[config.mk]
export PLATFORM = sky130hd
export DESIGN_NAME = tbcc5_encoder
export DESIGN_NICKNAME = d
export VERILOG_FILES = /design/src/rtl/tbcc5_pkg.sv /design/src/rtl/tbcc_tap_window.sv /design/src/rtl/tbcc_gen_xor.sv /design/src/rtl/tbcc_frame_sequencer.sv /design/src/rtl/tbcc5_encoder.sv
export SDC_FILE = /design/constraint.sdc
export NUM_CORES = 1
export LEC_CHECK = 0
export BUFFER_PORTS_ARGS = -buffer_cell sky130_fd_sc_hd__buf_4
export CORE_UTILIZATION = 50
export DETAILED_ROUTE_END_ITERATION = 8
export PLACE_DENSITY = 0.67
export SLEW_MARGIN = 25
export SYNTH_ARGS = -nofsm -noshare
export SYNTH_HDL_FRONTEND = slang
export SYNTH_SLANG_ARGS = --single-unit
[constraint.sdc]
create_clock -name clk -period 3.4 [get_ports clk]
set_input_delay 0.68 -clock clk [delete_from_list [all_inputs] [get_ports clk]]
set_output_delay 0.68 -clock clk [all_outputs]
set_load 0.05 [all_outputs]
[src/rtl/tbcc5_pkg.sv]
package tbcc5_pkg;

  localparam int NGEN = 5;
  localparam int KLEN = 7;
  localparam int SUBW = 3;

  typedef enum logic [SUBW-1:0] {
    SB_A = 3'd0,
    SB_B = 3'd1,
    SB_C = 3'd2,
    SB_D = 3'd3,
    SB_E = 3'd4
  } sub_e;

  localparam logic [KLEN-1:0] GEN_OCT [NGEN] = '{7'o171, 7'o133, 7'o165, 7'o117, 7'o127};

  // bit k of the mask applies to the input delayed by k cycles
  function automatic logic [KLEN-1:0] delay_mask(int s);
    logic [KLEN-1:0] m;
    for (int k = 0; k < KLEN; k++) m[k] = GEN_OCT[s][KLEN-1-k];
    return m;
  endfunction

endpackage

[src/rtl/tbcc_tap_window.sv]
module tbcc_tap_window
  import tbcc5_pkg::*;
#(
  parameter int MAX_LEN = 24,
  parameter int LENW    = $clog2(MAX_LEN + 1)
) (
  input  logic [MAX_LEN-1:0]           data_i,
  input  logic [LENW-1:0]              len_i,
  output logic [MAX_LEN-1:0][KLEN-1:0] taps_o
);

  for (genvar i = 0; i < MAX_LEN; i++) begin : g_pos
    for (genvar k = 0; k < KLEN; k++) begin : g_dly
      if (i >= k) begin : g_direct
        assign taps_o[i][k] = data_i[i-k];
      end else begin : g_wrap
        // circular wrap: position i-k maps to L-(k-i)
        logic [LENW-1:0] pos;
        assign pos = len_i - LENW'(k - i);
        assign taps_o[i][k] = (pos < LENW'(MAX_LEN)) ? data_i[pos] : 1'b0;
      end
    end
  end

endmodule

[src/rtl/tbcc_gen_xor.sv]
module tbcc_gen_xor
  import tbcc5_pkg::*;
#(
  parameter int              MAX_LEN = 24,
  parameter logic [KLEN-1:0] MASK    = 7'b1001111
) (
  input  logic [MAX_LEN-1:0][KLEN-1:0] taps_i,
  output logic [MAX_LEN-1:0]           coded_o
);

  for (genvar i = 0; i < MAX_LEN; i++) begin : g_bit
    assign coded_o[i] = ^(taps_i[i] & MASK);
  end

endmodule

[src/rtl/tbcc_frame_sequencer.sv]
module tbcc_frame_sequencer
  import tbcc5_pkg::*;
#(
  parameter int MAX_LEN = 24,
  parameter int LENW    = $clog2(MAX_LEN + 1)
) (
  input  logic            clk,
  input  logic            rst_n,
  input  logic            load_i,
  input  logic [LENW-1:0] len_i,
  input  logic            ready_i,
  output logic            busy_o,
  output sub_e            sub_o,
  output logic [LENW-1:0] idx_o,
  output logic            last_o
);

  logic            busy_q;
  sub_e            sub_q;
  logic [LENW-1:0] idx_q;
  logic [LENW-1:0] len_q;
  logic            end_of_sub;

  assign end_of_sub = (idx_q == len_q - LENW'(1));

  always_ff @(posedge clk or negedge rst_n) begin
    if (!rst_n) begin
      busy_q <= 1'b0;
      sub_q  <= SB_A;
      idx_q  <= '0;
      len_q  <= '0;
    end else if (load_i) begin
      busy_q <= 1'b1;
      sub_q  <= SB_A;
      idx_q  <= '0;
      len_q  <= len_i;
    end else if (busy_q && ready_i) begin
      if (end_of_sub) begin
        idx_q <= '0;
        if (sub_q == SB_E) busy_q <= 1'b0;
        else               sub_q  <= sub_e'(sub_q + 3'd1);
      end else begin
        idx_q <= idx_q + LENW'(1);
      end
    end
  end

  assign busy_o = busy_q;
  assign sub_o  = sub_q;
  assign idx_o  = idx_q;
  assign last_o = busy_q && end_of_sub && (sub_q == SB_E);

  // a stalled output is held
  a_r8_hold_on_stall: assert property (@(posedge clk) disable iff (!rst_n)
    (busy_q && !ready_i && !load_i) |=> (busy_q && $stable(sub_q) && $stable(idx_q)));

  // position stays inside the payload while busy
  a_r4_idx_in_range: assert property (@(posedge clk) disable iff (!rst_n)
    busy_q |-> (idx_q < len_q));

  // a moved bit that is not the last leaves the frame running
  a_r4_continue: assert property (@(posedge clk) disable iff (!rst_n)
    (busy_q && ready_i && !last_o) |=> busy_q);

endmodule

[src/rtl/tbcc5_encoder.sv]
module tbcc5_encoder
  import tbcc5_pkg::*;
#(
  parameter int MAX_LEN = 24,
  parameter int MIN_LEN = 7,
  parameter int LENW    = $clog2(MAX_LEN + 1)
) (
  input  logic               clk,
  input  logic               rst_n,
  input  logic               in_valid,
  output logic               in_ready,
  input  logic [MAX_LEN-1:0] in_data,
  input  logic [LENW-1:0]    in_len,
  output logic               out_valid,
  input  logic               out_ready,
  output logic               out_bit,
  output logic [SUBW-1:0]    out_sub,
  output logic               out_last,
  output logic               len_err
);

  logic [MAX_LEN-1:0][KLEN-1:0] taps_w;
  logic [NGEN-1:0][MAX_LEN-1:0] coded_w;
  logic [NGEN-1:0][MAX_LEN-1:0] coded_q;
  logic                         accept, len_ok, load, busy, err_q;
  sub_e                         sub_w;
  logic [LENW-1:0]              idx_w;

  assign accept = in_valid && in_ready;
  assign len_ok = (in_len >= LENW'(MIN_LEN)) && (in_len <= LENW'(MAX_LEN));
  assign load   = accept && len_ok;

  tbcc_tap_window #(.MAX_LEN(MAX_LEN), .LENW(LENW)) u_window (
    .data_i (in_data),
    .len_i  (in_len),
    .taps_o (taps_w)
  );

  for (genvar s = 0; s < NGEN; s++) begin : g_gen
    tbcc_gen_xor #(.MAX_LEN(MAX_LEN), .MASK(delay_mask(s))) u_xor (
      .taps_i  (taps_w),
      .coded_o (coded_w[s])
    );
  end

  always_ff @(posedge clk or negedge rst_n) begin
    if (!rst_n) begin
      coded_q <= '0;
      err_q   <= 1'b0;
    end else begin
      if (load) coded_q <= coded_w;
      err_q <= accept && !len_ok;
    end
  end

  tbcc_frame_sequencer #(.MAX_LEN(MAX_LEN), .LENW(LENW)) u_seq (
    .clk     (clk),
    .rst_n   (rst_n),
    .load_i  (load),
    .len_i   (in_len),
    .ready_i (out_ready),
    .busy_o  (busy),
    .sub_o   (sub_w),
    .idx_o   (idx_w),
    .last_o  (out_last)
  );

  assign in_ready  = !busy;
  assign out_valid = busy;
  assign out_sub   = sub_w;
  assign out_bit   = (int'(sub_w) < NGEN && int'(idx_w) < MAX_LEN) ? coded_q[sub_w][idx_w] : 1'b0;
  assign len_err   = err_q;

  // an error pulse never coincides with output activity
  a_r3_err_idle: assert property (@(posedge clk) disable iff (!rst_n)
    len_err |-> (!out_valid && in_ready));

  // the pulse lasts one cycle
  a_r3_err_single: assert property (@(posedge clk) disable iff (!rst_n)
    len_err |=> (!len_err || $past(in_valid && in_ready)));

  // a valid request starts subblock A on the next cycle
  a_r9_start: assert property (@(posedge clk) disable iff (!rst_n)
    (in_valid && in_ready && in_len >= LENW'(MIN_LEN) && in_len <= LENW'(MAX_LEN))
      |=> (out_valid && out_sub == SB_E - 3'd4));

  // last flag only inside subblock E
  a_r7_last_in_e: assert property (@(posedge clk) disable iff (!rst_n)
    out_last |-> (out_valid && out_sub == SB_E));

  // the frame ends after the last handshake
  a_r7_end: assert property (@(posedge clk) disable iff (!rst_n)
    (out_valid && out_ready && out_last) |=> (!out_valid && in_ready));

  // stalled output data is held
  a_r8_stable_out: assert property (@(posedge clk) disable iff (!rst_n)
    (out_valid && !out_ready) |=> (out_valid && $stable(out_bit) && $stable(out_sub) && $stable(out_last)));

endmodule

==> flow_summary.yaml <==
outcome:
  outcome: "finished, violations left"
  violations: "negative setup slack"
routing:
  wl_per_cell_um: 19.6
  drt-total-wl_um: 23700
  vias: 6824
  post_drt_via_cell_ratio: 5.64
  drc: 0
  firstDrtPassIters: 5
  ant_nets: 0
  drt_iter0_markers: 493
grt:
  grt_pass1_wl_um: 38300
  grt_usage: 0.257
  overflow: 0
  antenna_found_initial: 0
  grt_max_degree: 241
  grt_pass1_vias: 6845
pwr:
  cellPowerDensity_nw_per_um2: 795
  ir_drop_v: 0.000414
  power.leakage_uw: 0.00482
placed_design:
  place.gp.congestion: 0.854
  dp_cells: 1172
  dp_hpwl_um: 16500
  io_buffers: 40
setup_path:
  critPathRequiredTime_ps: 2720
  worstRegToRegCells: 7
  worstReg2RegStart: "u_seq.idx_o[2]"
  path_class: "reg -> out"
  r2r-end: "u_seq.sub_o[1]"
  arrival_ps: 2830
  worst_setup_path_end_kind: "output port"
  start_kind: "flip-flop"
  worstPathMaxFanout: 5
  rrSetupSlack_ps: 1110
die:
  core-area_um2: 18800
  fp.dieH_um: 141
  io-pin-count: 41
  fp.dieW_um: 141
  die-area_um2: 19800
  start_util: 0.513
  row_count: 50
synthesis:
  synth.area.top_cells: "dfrtp_1, xnor2_1, mux4_2"
  synthAdderAreaFrac: 0.0208
  synth_top_cell_by_area: "dfrtp_1"
  synth_top_family_by_area: "XOR/XNOR gates"
  yosys.area_share.xor_xnor: 0.249
  yosys.area_share.simple: 0.0744
  netlist_area_um2: 9640
  ys_ff_latch: 135
  synth_top_area_frac: 0.351
  synth.top_cells.by_count: "xnor2_1, nand2_1, dfrtp_1, o21ai_0, xor2_1"
  synth_edf_count: 0
  async_reset_ff_frac: 1.00
  synth_nets: 965
  ys_seq_area_frac: 0.351
  muxShareOfSynthArea: 0.167
  netlist_instances: 916
  yosysMostFrequentCell: "xnor2_1"
  synth_warnings: 0
  avgSynthCellArea_um2: 10.5
  synth_compound_area_frac: 0.101
  ys_types: 50
  ys.flop_type: "dfrtp_1"
run:
  maxCapViolCount: 0
final_layout:
  area_growth_pct: 16.1
  drive_gt1_frac: 0.206
  stdcell_count: 1209
  nNetsFinal: 1011
  diodes: 0
sta:
  relSlewSlack: 0.391
  fin_ws_ps: -110
  max_slew.worst_pin.slew_ps: 907
  rsz0062_at_grt: "true"
  clock.fmax_ghz: 0.285
  clock_skew_ps: 10.9
  period_share: 1.03
  drv_slew: 0
  min_period_ps: 3510
  timing_hold_violations_final: 0
  setup_violations: 1
  fin_setup_tns_ps: -110
cts:
  cts_root_buffer: "clkbuf_16"
  htree_levels: 4
  clk_pin_slew_ps: 60
  cts_sinks: 135
  hold_buffers: 0
  cts_buffers: 17
  clk_latency_ps: 430
  cts_tree: "yes"
  cts_max_path_buffers: 2
hold_path:
  hp-class: "in -> async"
[placed cells by master (no fill, tap or decap), types with 7 or more instances in the layout]
cell,netlist,routed
dfrtp_1,135,133
xor2_1,57,57
buf_4,0,87
mux4_1,14,14
xnor2_1,173,172
mux4_2,43,43
o21ai_1,10,11
mux2i_1,22,22
nor2_1,7,7
xnor3_1,14,14
clkbuf_16,0,17
a21oi_1,12,11
inv_1,16,14
nand2_1,144,143
o21ai_0,124,122
ha_1,16,15
[metrics by stage]
step	instance area [µm²]	hold WS, ps	setup slack, ps	util	power, µW
6_report	11200	260	-110	0.596	8890
3_5_place_dp	10400	465	12.2	0.556	6760
3_3_place_gp	10400	456	30.0	0.556	6680
2_1_floorplan	9770	384	-71.9	-	5670
5_1_grt	11200	313	-168	0.596	9470
4_1_cts	11200	279	-120	0.595	8880
[flip-flops by register name, indices dropped and copies added (netlist names)]
name / flops
u_seq.busy_o: 1
len_err: 1
u_seq.len_q: 5
u_seq.sub_o: 3
u_seq.idx_o: 5
coded_q: 120
[worst max-delay path by stage]
stage	from	to	slack, ps
2_1_floorplan	in_len[1]	coded_q[99]	-70
3_3_place_gp	in_len[2]	coded_q[26]	30
3_5_place_dp	in_len[0]	coded_q[99]	10
4_1_cts	u_seq.sub_o[0]	out_bit	-120
5_1_grt	u_seq.sub_o[0]	out_bit	-170
6_report	u_seq.sub_o[0]	out_bit	-110
[cell families (layout without fill, tap and decap cells)]
logic type | after synthesis | after routing
AOI/OAI and AO/OA | 173 | 173
xor gates and xnor gates | 248 | 248
adders and majority gates | 16 | 16
buffers and inverters | 86 | 145
DFF | 135 | 135
muxes | 83 | 83
and+or+nand+nor | 175 | 175
[timing repair]
item	CTS	global route
endpoints found under the hold margin	0	0
setup buffers	4	0
cloned	1	0
resized for setup	12	5
setup endpoints to repair	1	1
pin swaps	1	0
[cell type report]
type / count / area (µm²)
Clock buffer: 18 / 439
Clock inverter: 14 / 175
Fill cell: 1575 / 7580
Inverter: 16 / 67.6
Multi-Input combinational cell: 695 / 6000
Sequential cell: 135 / 3380
Tap cell: 234 / 293
Timing Repair Buffer: 97 / 826
[power by group]
part           switching (µW)  total, µW  internal, µW
registers                 459       2800          2340
clock network             763       1940          1180
logic                    2110       4150          2040
total                    3330       8890          5560
[worst max-delay path, cell delays in order (launching register included)]
cell and delay (ps):
dfrtp_4 530, buf_12 150, mux4_2 420, nand2_2 90, o21ai_2 60, mux4_2 510
a221oi_2 290, buf_4 160, a211oi_4 30, buf_6 160
[layer usage]
layer | track usage | up-vias | wire length (µm)
li1 | - | 3238 | -
met1 | 0.374 | 3368 | 11100
met2 | 0.397 | 188 | 11000
met3 | 0.0425 | 30 | 1170
met4 | 0.0784 | 0 | 353
met5 | 0 | - | 0
(Power assumes the default switching activity.)
